$ cat src/rtl/gpio_regs_pkg.sv
package gpio_regs_pkg;

    localparam int unsigned WORD_W = 32;
    localparam int unsigned PINS   = WORD_W;
    localparam int unsigned ADDR_W = 12;
    localparam int unsigned IDX_W  = $clog2(PINS);

    localparam logic [ADDR_W-1:0] OFS_OUT    = 12'h504;
    localparam logic [ADDR_W-1:0] OFS_OUTSET = 12'h508;
    localparam logic [ADDR_W-1:0] OFS_OUTCLR = 12'h50C;
    localparam logic [ADDR_W-1:0] OFS_IN     = 12'h510;
    localparam logic [ADDR_W-1:0] OFS_DIR    = 12'h514;
    localparam logic [ADDR_W-1:0] OFS_DIRSET = 12'h518;
    localparam logic [ADDR_W-1:0] OFS_DIRCLR = 12'h51C;
    localparam logic [ADDR_W-1:0] CNF_BASE   = 12'h700;
    localparam logic [ADDR_W-1:0] CNF_SPAN   = ADDR_W'(PINS * 4);

    localparam logic [WORD_W-1:0] CNF_RESET  = 32'h0000_0002;

    typedef enum logic [3:0] {
        SEL_NONE,
        SEL_OUT,
        SEL_OUTSET,
        SEL_OUTCLR,
        SEL_IN,
        SEL_DIR,
        SEL_DIRSET,
        SEL_DIRCLR,
        SEL_CNF
    } reg_sel_e;

    typedef enum logic [1:0] {
        WOP_NONE,
        WOP_ASSIGN,
        WOP_SET,
        WOP_CLR
    } wop_e;

    typedef struct packed {
        reg_sel_e         sel;
        logic [IDX_W-1:0] idx;
    } dec_t;

    function automatic wop_e out_op(reg_sel_e s);
        case (s)
            SEL_OUT:    return WOP_ASSIGN;
            SEL_OUTSET: return WOP_SET;
            SEL_OUTCLR: return WOP_CLR;
            default:    return WOP_NONE;
        endcase
    endfunction

    function automatic wop_e dir_op(reg_sel_e s);
        case (s)
            SEL_DIR:    return WOP_ASSIGN;
            SEL_DIRSET: return WOP_SET;
            SEL_DIRCLR: return WOP_CLR;
            default:    return WOP_NONE;
        endcase
    endfunction

    function automatic logic [WORD_W-1:0] apply_wop(wop_e op,
                                                    logic [WORD_W-1:0] cur,
                                                    logic [WORD_W-1:0] val);
        case (op)
            WOP_ASSIGN: return val;
            WOP_SET:    return cur | val;
            WOP_CLR:    return cur & ~val;
            default:    return cur;
        endcase
    endfunction

    function automatic logic is_out_sel(reg_sel_e s);
        return (s == SEL_OUT) || (s == SEL_OUTSET) || (s == SEL_OUTCLR);
    endfunction

    function automatic logic is_dir_sel(reg_sel_e s);
        return (s == SEL_DIR) || (s == SEL_DIRSET) || (s == SEL_DIRCLR);
    endfunction

endpackage

$ cat src/rtl/gpio_addr_dec.sv
module gpio_addr_dec
    import gpio_regs_pkg::*;
(
    input  logic [ADDR_W-1:0] addr,
    output dec_t              dec
);

    logic [ADDR_W-1:0] cnf_off;

    assign cnf_off = addr - CNF_BASE;

    always_comb begin
        dec.sel = SEL_NONE;
        dec.idx = '0;
        case (addr)
            OFS_OUT:    dec.sel = SEL_OUT;
            OFS_OUTSET: dec.sel = SEL_OUTSET;
            OFS_OUTCLR: dec.sel = SEL_OUTCLR;
            OFS_IN:     dec.sel = SEL_IN;
            OFS_DIR:    dec.sel = SEL_DIR;
            OFS_DIRSET: dec.sel = SEL_DIRSET;
            OFS_DIRCLR: dec.sel = SEL_DIRCLR;
            default: begin
                if ((cnf_off < CNF_SPAN) && (cnf_off[1:0] == 2'b00)) begin
                    dec.sel = SEL_CNF;
                    dec.idx = cnf_off[IDX_W+1:2];
                end
            end
        endcase
    end

endmodule

$ cat src/rtl/gpio_word_latch.sv
module gpio_word_latch
    import gpio_regs_pkg::*;
#(
    parameter int unsigned W  = WORD_W,
    parameter int unsigned IW = IDX_W
) (
    input  logic          clk,
    input  logic          rst,
    input  wop_e          op,
    input  logic [W-1:0]  wdata,
    input  logic          bit_we,
    input  logic [IW-1:0] bit_idx,
    input  logic          bit_val,
    output logic [W-1:0]  q
);

    always_ff @(posedge clk) begin
        if (rst) begin
            q <= '0;
        end else if (op != WOP_NONE) begin
            q <= apply_wop(op, q, wdata);
        end else if (bit_we) begin
            q[bit_idx] <= bit_val;
        end
    end


    word_assign_chk: assert property (@(posedge clk) disable iff (rst)
        (op == WOP_ASSIGN) |=> (q == $past(wdata)));


    word_set_chk: assert property (@(posedge clk) disable iff (rst)
        (op == WOP_SET) |=> (q == ($past(q) | $past(wdata))));


    word_clr_chk: assert property (@(posedge clk) disable iff (rst)
        (op == WOP_CLR) |=> (q == ($past(q) & ~$past(wdata))));


    single_bit_chk: assert property (@(posedge clk) disable iff (rst)
        (op == WOP_NONE && bit_we) |=>
        ((q[$past(bit_idx)] == $past(bit_val)) &&
         (((q ^ $past(q)) & ~(W'(1) << $past(bit_idx))) == '0)));


    word_hold_chk: assert property (@(posedge clk) disable iff (rst)
        (op == WOP_NONE && !bit_we) |=> $stable(q));

endmodule

$ cat src/rtl/gpio_cnf_bank.sv
module gpio_cnf_bank
    import gpio_regs_pkg::*;
#(
    parameter int unsigned NP = PINS,
    parameter int unsigned UW = WORD_W - 1,
    parameter int unsigned IW = IDX_W
) (
    input  logic          clk,
    input  logic          rst,
    input  logic          we,
    input  logic [IW-1:0] idx,
    input  logic [UW-1:0] wdata_hi,
    output logic [UW-1:0] rd_hi
);

    localparam logic [UW-1:0] HI_RESET = CNF_RESET[WORD_W-1:1];

    logic [UW-1:0] hi_q [NP];

    for (genvar g = 0; g < NP; g++) begin : g_pin
        always_ff @(posedge clk) begin
            if (rst) begin
                hi_q[g] <= HI_RESET;
            end else if (we && (idx == IW'(g))) begin
                hi_q[g] <= wdata_hi;
            end
        end


        cnf_other_pin_chk: assert property (@(posedge clk) disable iff (rst)
            (!(we && (idx == IW'(g)))) |=> $stable(hi_q[g]));
    end

    assign rd_hi = hi_q[idx];

endmodule

$ cat src/rtl/gpio_port_ctrl.sv
module gpio_port_ctrl
    import gpio_regs_pkg::*;
(
    input  logic              clk,
    input  logic              rst,
    input  logic [ADDR_W-1:0] bus_addr,
    input  logic              bus_wr,
    input  logic [WORD_W-1:0] bus_wdata,
    input  logic              bus_rd,
    output logic [WORD_W-1:0] bus_rdata,
    output logic              bus_err,
    input  logic [PINS-1:0]   pin_level,
    output logic [PINS-1:0]   out_level,
    output logic [PINS-1:0]   dir_mask
);

    dec_t              dec;
    wop_e              out_wop;
    wop_e              dir_wop;
    logic              cnf_we;
    logic [PINS-1:0]   out_q;
    logic [PINS-1:0]   dir_q;
    logic [PINS-1:0]   in_q;
    logic [WORD_W-2:0] cnf_hi;
    logic [WORD_W-1:0] rd_mux;
    logic [WORD_W-1:0] rdata_q;
    logic              err_q;

    gpio_addr_dec u_dec (
        .addr (bus_addr),
        .dec  (dec)
    );

    assign out_wop = bus_wr ? out_op(dec.sel) : WOP_NONE;
    assign dir_wop = bus_wr ? dir_op(dec.sel) : WOP_NONE;
    assign cnf_we  = bus_wr && (dec.sel == SEL_CNF);

    gpio_word_latch #(.W(PINS), .IW(IDX_W)) u_out (
        .clk     (clk),
        .rst     (rst),
        .op      (out_wop),
        .wdata   (bus_wdata),
        .bit_we  (1'b0),
        .bit_idx ('0),
        .bit_val (1'b0),
        .q       (out_q)
    );

    // The direction word is the only storage of each pin's direction bit.
    gpio_word_latch #(.W(PINS), .IW(IDX_W)) u_dir (
        .clk     (clk),
        .rst     (rst),
        .op      (dir_wop),
        .wdata   (bus_wdata),
        .bit_we  (cnf_we),
        .bit_idx (dec.idx),
        .bit_val (bus_wdata[0]),
        .q       (dir_q)
    );

    gpio_cnf_bank #(.NP(PINS), .UW(WORD_W - 1), .IW(IDX_W)) u_cnf (
        .clk      (clk),
        .rst      (rst),
        .we       (cnf_we),
        .idx      (dec.idx),
        .wdata_hi (bus_wdata[WORD_W-1:1]),
        .rd_hi    (cnf_hi)
    );

    always_ff @(posedge clk) begin
        if (rst) begin
            in_q <= '0;
        end else begin
            in_q <= pin_level;
        end
    end

    always_comb begin
        rd_mux = '0;
        if (is_out_sel(dec.sel)) begin
            rd_mux = out_q;
        end else if (is_dir_sel(dec.sel)) begin
            rd_mux = dir_q;
        end else if (dec.sel == SEL_IN) begin
            rd_mux = in_q;
        end else if (dec.sel == SEL_CNF) begin
            rd_mux = {cnf_hi, dir_q[dec.idx]};
        end
    end

    always_ff @(posedge clk) begin
        if (rst) begin
            rdata_q <= '0;
            err_q   <= 1'b0;
        end else begin
            rdata_q <= bus_rd ? rd_mux : '0;
            err_q   <= (bus_rd || bus_wr) && (dec.sel == SEL_NONE);
        end
    end

    assign bus_rdata = rdata_q;
    assign bus_err   = err_q;
    assign out_level = out_q;
    assign dir_mask  = dir_q;


    reset_words_chk: assert property (@(posedge clk)
        $past(rst) |-> (out_q == '0 && dir_q == '0 && bus_err == 1'b0));


    err_source_chk: assert property (@(posedge clk) disable iff (rst)
        bus_err |-> ($past(bus_rd || bus_wr) && ($past(dec.sel) == SEL_NONE)));


    unmapped_zero_chk: assert property (@(posedge clk) disable iff (rst)
        (bus_rd && dec.sel == SEL_NONE) |=> (bus_rdata == '0));


    cnf_dir_view_chk: assert property (@(posedge clk) disable iff (rst)
        (bus_rd && !bus_wr && dec.sel == SEL_CNF) |=>
        (bus_rdata[0] == dir_q[$past(dec.idx)]));


    in_read_chk: assert property (@(posedge clk) disable iff (rst)
        (bus_rd && dec.sel == SEL_IN) |=> (bus_rdata == $past(in_q)));


    idle_rdata_chk: assert property (@(posedge clk) disable iff (rst)
        (!bus_rd) |=> (bus_rdata == '0));

endmodule

$ cat config.mk
export PLATFORM = sky130hd
export DESIGN_NAME = gpio_port_ctrl
export DESIGN_NICKNAME = d
export VERILOG_FILES = /design/src/rtl/gpio_regs_pkg.sv /design/src/rtl/gpio_addr_dec.sv /design/src/rtl/gpio_word_latch.sv /design/src/rtl/gpio_cnf_bank.sv /design/src/rtl/gpio_port_ctrl.sv
export SDC_FILE = /design/constraint.sdc
export NUM_CORES = 2
export LEC_CHECK = 0
export ABC_CLOCK_PERIOD_IN_PS = 4300
export BUFFER_PORTS_ARGS = -buffer_cell sky130_fd_sc_hd__buf_2
export CAP_MARGIN = 20
export CORE_MARGIN = 10
export CORE_UTILIZATION = 30
export DETAILED_ROUTE_END_ITERATION = 16
export GPL_TIMING_DRIVEN = 0
export MAX_ROUTING_LAYER = met4
export PLACE_DENSITY = 0.52
export SYNTH_ARGS = -nofsm -noshare
export SYNTH_HDL_FRONTEND = slang
export SYNTH_SLANG_ARGS = --single-unit
$ cat constraint.sdc
create_clock -name clk -period 4.3 [get_ports clk]
set_clock_uncertainty 0.1 [all_clocks]
set_input_delay 0.215 -clock clk [delete_from_list [all_inputs] [get_ports clk]]
set_output_delay 0.215 -clock clk [all_outputs]
set_load 0.05 [all_outputs]
# Word-level counts from Yosys, hierarchy flattened
# Memories as Yosys holds them, arrays and structs flattened.
# Cells that the tools add are included.
dict set report totals {
  memories 1
  output_inout_bits 97
  in_bits 80
  word_cells 303
  reg_bits 129
  ramBits 992
}
# name depth width read_ports rd_ports_with_merged_regs write_ports line_no
set mem_list {}
lappend mem_list {u_cnf.hi_q 32 31 1 0 32 gpio_cnf_bank.sv:18} ;# logic [UW-1:0] hi_q [NP];
dict set report op_classes {
  n_addsub 1
  reduce_logical 52
  mux 150
  bitwise_logic 38
  n_lt_le_gt_ge 3
  eq_ne 53
}
# cell count
set op_table {}
lappend op_table {{31-bit two-way mux} 32}
lappend op_table {{32-bit two-way mux} 6}
lappend op_table {{32-bit case mux with 3 select lines} 2}
lappend op_table {{1-bit two-way mux} 100}
lappend op_table {{12-bit by 11-bit equality test with 1-bit output (second input constant)} 7}
lappend op_table {{5-bit equality test (second input constant)} 16}
lappend op_table {{32-bit bitwise AND} 2}
lappend op_table {{32-bit OR} 2}
lappend op_table {{5-bit by 4-bit equality test with 1-bit output (second input constant)} 8}
lappend op_table {{1-bit logical AND} 36}
lappend op_table {{32-bit bitwise mux} 1}
lappend op_table {{32-bit inverter} 1}
lappend op_table {{1-bit OR} 32}
lappend op_table {{4-bit case mux with 7 select lines} 1}
lappend op_table {{5-bit by 3-bit equality test with 1-bit output (second input constant)} 4}
lappend op_table {{4-bit by 3-bit equality test with 1-bit output (second input constant)} 4}
lappend op_table {{12-bit by 8-bit less-than comparator with 1-bit output (second input constant)} 1}
lappend op_table {{2-bit case mux with 3 select lines} 2}
lappend op_table {{12-bit by 11-bit subtractor with 12-bit output (second input constant)} 1}
lappend op_table {{5-bit by 2-bit equality test with 1-bit output (second input constant)} 2}
lappend op_table {{9-bit two-way mux} 1}
lappend op_table {{2-bit equality test (second input constant)} 4}
lappend op_table {{4-bit by 2-bit equality test with 1-bit output (second input constant)} 2}
lappend op_table {{7-bit OR reduction} 1}
lappend op_table {{20 further kinds} 29}

# Depth between registers and ports, before layout
dict set report depth {
  depth_word 12
  depth_mapped 12
  mapped_depth_nobuf 6
}

# Hierarchy
# A second synthesis with hierarchy kept.
dict set report unflattened {
  cells_unflattened 3985
  area_unflattened_um2 52715.6
}
# module area_each_um2 n_inst cells_per_inst seq_area_each_um2
set by_module_without_submodules {}
lappend by_module_without_submodules {gpio_cnf_bank 45248.4 1 3038 29788.6}
lappend by_module_without_submodules {gpio_port_ctrl 2836.5 1 303 1301.2}
lappend by_module_without_submodules {{gpio_word_latch (u_out)} 2242.2 1 310 640.6}
lappend by_module_without_submodules {{gpio_word_latch (u_dir)} 2238.4 1 311 640.6}
lappend by_module_without_submodules {gpio_addr_dec 150.1 1 23 0.0}

# Worst setup path after synthesis
# OpenSTA, ideal clock, no wires.
dict set report synth_timing {
  path_kind {input -> register}
  from {in bus_addr[1]}
  to {mem u_cnf.hi_q[22][0] in the netlist's numbering (enable)}
  n_path_buf 4
  setup_time_ns 0.426
  arrival_time_ns 3.203
  required_ns 3.774
  cell_stages 7
  slack_ns 0.571
  path_cell_list {or4b_4 buf_6 or3_1 clkbuf_1 buf_2 buf_2 o21bai_1}
}
# element line_no
set synth_lines {}
lappend synth_lines {{from (decl)} gpio_port_ctrl.sv:6} ;# input logic [ADDR_W-1:0] bus_addr,
lappend synth_lines {{to (decl)} gpio_cnf_bank.sv:18}

# Worst setup path in the final report
dict set report layout_timing {
  from {in bus_addr[3]}
  to {reg rdata_q[7] (netlist: bus_rdata[7])}
}
dict set report layout_via {
  elab_chain_len 10
  word_cells_on_any_way 31
  cone_classes {1 x add/sub; 1 x order compare; 15 x eq/ne; 7 x mux; 6 x reduce/logical; 1 x memory}
}
# element line_no
set layout_lines {}
lappend layout_lines {{12-bit by 11-bit subtractor with 12-bit output} gpio_addr_dec.sv:10} ;# assign cnf_off = addr - CNF_BASE;
lappend layout_lines {{12-bit by 8-bit less-than comparator with 1-bit output} gpio_addr_dec.sv:24} ;# if ((cnf_off < CNF_SPAN) && (cnf_off[1:0] == 2'b00)) begin
lappend layout_lines {{1-bit logical AND} gpio_addr_dec.sv:24}
lappend layout_lines {{9-bit two-way mux} gpio_addr_dec.sv:24}
lappend layout_lines {{5-bit two-way mux / 4-bit case mux with 7 select lines (equally long branches)} gpio_addr_dec.sv:15} ;# case (addr)
lappend layout_lines {{memory 32 x 31 bit, or another cell as far along} --}
lappend layout_lines {{32-bit two-way mux / 1-bit logical OR (equally long branches)} {gpio_port_ctrl.sv:86, gpio_regs_pkg.sv:78}}
lappend layout_lines {{32-bit two-way mux / 1-bit logical OR (equally long branches)} {gpio_port_ctrl.sv:84, gpio_regs_pkg.sv:78}}
lappend layout_lines {{32-bit two-way mux} gpio_port_ctrl.sv:82} ;# end else if (is_dir_sel(dec.sel)) begin
lappend layout_lines {{32-bit two-way mux (*)} gpio_port_ctrl.sv:80} ;# if (is_out_sel(dec.sel)) begin
lappend layout_lines {{to (signal assigned)} gpio_port_ctrl.sv:96} ;# rdata_q <= bus_rd ? rd_mux : '0;
lappend layout_lines {{to (decl)} gpio_port_ctrl.sv:26} ;# logic [WORD_W-1:0] rdata_q;
# Mark *: on every way between the ends. The rest lies on a longest branch, timed or not.
# A chain may end at the register's enable or synchronous reset.

==> results.toml <==
[run_status]
status = "complete, but fails checks"
failed_checks = "slew limit, setup timing"

[synthesis]
yosys-mux-area-fraction_pct = 7.82
synth.most_common_cell = "edfxtp_1"
synth-async-reset-ratio_pct = 0
synth-simple-area-share_pct = 17.8
yosys.area.top_type = "edfxtp_1"
syn_area_per_cell_sq_um = 12.7
synth_top_family_by_area = "simple AND/OR/NAND/NOR gates"
synth.area.top_cells = "edfxtp_1 58%, and2_1 12%, dfxtp_1 5.0%"
synth_xor_xnor_area_share_pct = 0
synth-main-ff-cell = "edfxtp_1"
yosys_warnings = 0
synth_cell_type_count = 78
postSynthCellCount = 4086
synth_enable_flop_cells = 992
synth-seq-cells = 1121
synth_compound_area_share_pct = 8.02
synth_fp_nets = 4166
syn_area_sq_um = 51800
synthTopCellsByCount = "992 x edfxtp_1, 961 x and2_1, 276 x clkbuf_1"
synth_top_cell_area_share_pct = 57.5
synth-adder-area-share_pct = 0
yosysSeqAreaShare_pct = 62.5

[clocking]
cts.sinks = 1121
postCtsSetupBuffers = 0
cts_root_buffer = "clkbuf_16"
cts.path.max_buffers = 3
tritoncts = "done"
clk_pin_slew_ns = 0.06
clk_latency_ns = 0.83
numCtsBuffers = 121
cts-htree-levels = 3

[detailed_routing]
dr.pass1.iters = 10
wl_met1_mm = 111
post_drt_via_cell_ratio = 5.87
drt-initial-drc-count = 7436
via_count = 40700
ant_nets = 0
drc_errors = 0
top_layer = "met4"
routed-wl-met2_mm = 124
wl_mm = 294
wl_met3_mm = 37.1
wire_per_inst_um = 42.4

[power]
vdd_drop_max_v = 0.000321
leakage_uw = 0.0212
p_per_area_nw_per_um2 = 414
total_power_uw = 25300

[run]
maxCapViolCount = 0

[die]
die-area_sq_um = 190000
rows = 152
chipHeight_um = 435
dieWidth_um = 435
start_util_pct = 30.2
core_sq_um = 172000
num_io_pins = 177

[timing]
hold_viol_final = 0
maxSlewViolCount = 1
relSlewSlack_pct = -3.72
worst_pin_slew_ns = 1.56
period_share_pct = 107
setup_viol = 32
final.setup.worst_slack_ns = -0.308
final.setup.tns_ns = -4.00
fmax_mhz = 217
layout_min_cycle_time_ns = 4.61
rsz0062_at_grt = "no"

[finish]
fin_cells = 6922
area_growth_pct = 18.1
finalNetCount = 4566
post_route_cells_drive_above_1_share_pct = 17.1
final_cell_area_sq_um = 61100

[worst_setup_path]
start_kind = "input port"
required_ns = 4.83
rr_worst_depth = 5
crit_path_end_kind = "flop"
critPathMaxFanout = 10
path_class = "in2reg"
arrival_ns = 5.13

[worst_hold_path]
hold_depth = 3
min_path_type = "in2reg"

[global_routing]
grt_pass1_vias = 37300
grt_max_degree = 32
antenna_found_initial = 45
gr-total-overflow = 0
grt_pass1_wl_mm = 375
grtUsageTotal_pct = 30.6

[placed_design]
hpwl_mm = 210
place_area_sq_um = 56400
gp_congestion = 1.06
dp.cells = 6606
port_buffers = 143
[what timing repair did]
action | CTS | global route
resized for setup | 14 | 7
pin swaps | 0 | 0
setup endpoints to repair | 20 | 6
hold endpoints to repair | 143 | 0
hold buffers | 65 | 0
[layout make-up]
| type | instances | area, sq um |
|---|---|---|
| Antenna cell | 27 | 67.6 |
| Buffer | 429 | 1930 |
| Clock buffer | 166 | 3340 |
| Clock inverter | 56 | 558 |
| Fill cell | 17000 | 110000 |
| Inverter | 28 | 105 |
| Multi-Input combinational cell | 2508 | 17500 |
| Sequential cell | 1121 | 32400 |
| Tap cell | 2310 | 2890 |
| Timing Repair Buffer | 277 | 2350 |
[cells by family after synthesis]
group / Yosys count
simple gates: 1614
buf+inv: 457
mux: 266
compound gates: 628
flops: 1121
[layer usage]
metal / track usage (%) / vias to the layer above
met5: - / -
met4: 18.4 / 0
met3: 9.39 / 675
met2: 43.5 / 3225
met1: 38.0 / 21100
li1: - / 15700
[final timing paths]
check | to | slack, ns | startpoint
max | bus_rdata[7] | -0.31 | bus_addr[3]
min | in_q[12] | 0.1 | pin_level[12]
max reg2reg | bus_rdata[28] | 1.31 | u_cnf.hi_q[25][27]
min reg2reg | u_out.q[8] | 0.39 | u_out.q[8]
[through the flow]
stage               hold slack (ns)  setup slack [ns]  utilization, %
global route                 0.0951            0.0421            35.6
detailed placement            0.329             -1.79            32.9
CTS                          0.0538           0.00961            35.6
global placement              0.328             -3.68            32.3
floorplan                     0.243             0.571               -
finish                       0.0954            -0.308            35.6
[registers in the layout (all words and copies together) (netlist names)]
| register | flops |
|---|---|
| u_cnf.hi_q | 992 |
| bus_rdata | 32 |
| in_q | 32 |
| u_dir.q | 32 |
| u_out.q | 32 |
| bus_err | 1 |
[cells in the final DEF (no fill, tap or decap), drive strengths merged, types with 65 or more instances in the layout]
cell type	n
o22ai	87
mux2i	105
and2	961
dlygate4sd3	65
edfxtp	992
mux4	105
nand2	113
dfxtp	129
buf	347
nor2	268
o21ai	113
clkbuf	458
a21oi	171
[critical path: stages]
cell,delay (ns)
buf_2,0.16
buf_2,0.62
buf_4,0.53
buf_2,0.66
buf_2,0.67
clkbuf_4,0.56
o22ai_1,0.22
nand2_1,0.40
o21ai_0,0.40
o22ai_1,0.57
[power by group]
group	leakage, uW	internal, uW	switching [uW]
Combinational	0.00881	534	1660
Clock	0.00190	5840	4820
Sequential	0.0105	12300	159
Total	0.0212	18700	6640
Power figures use the tool's default switching activity.
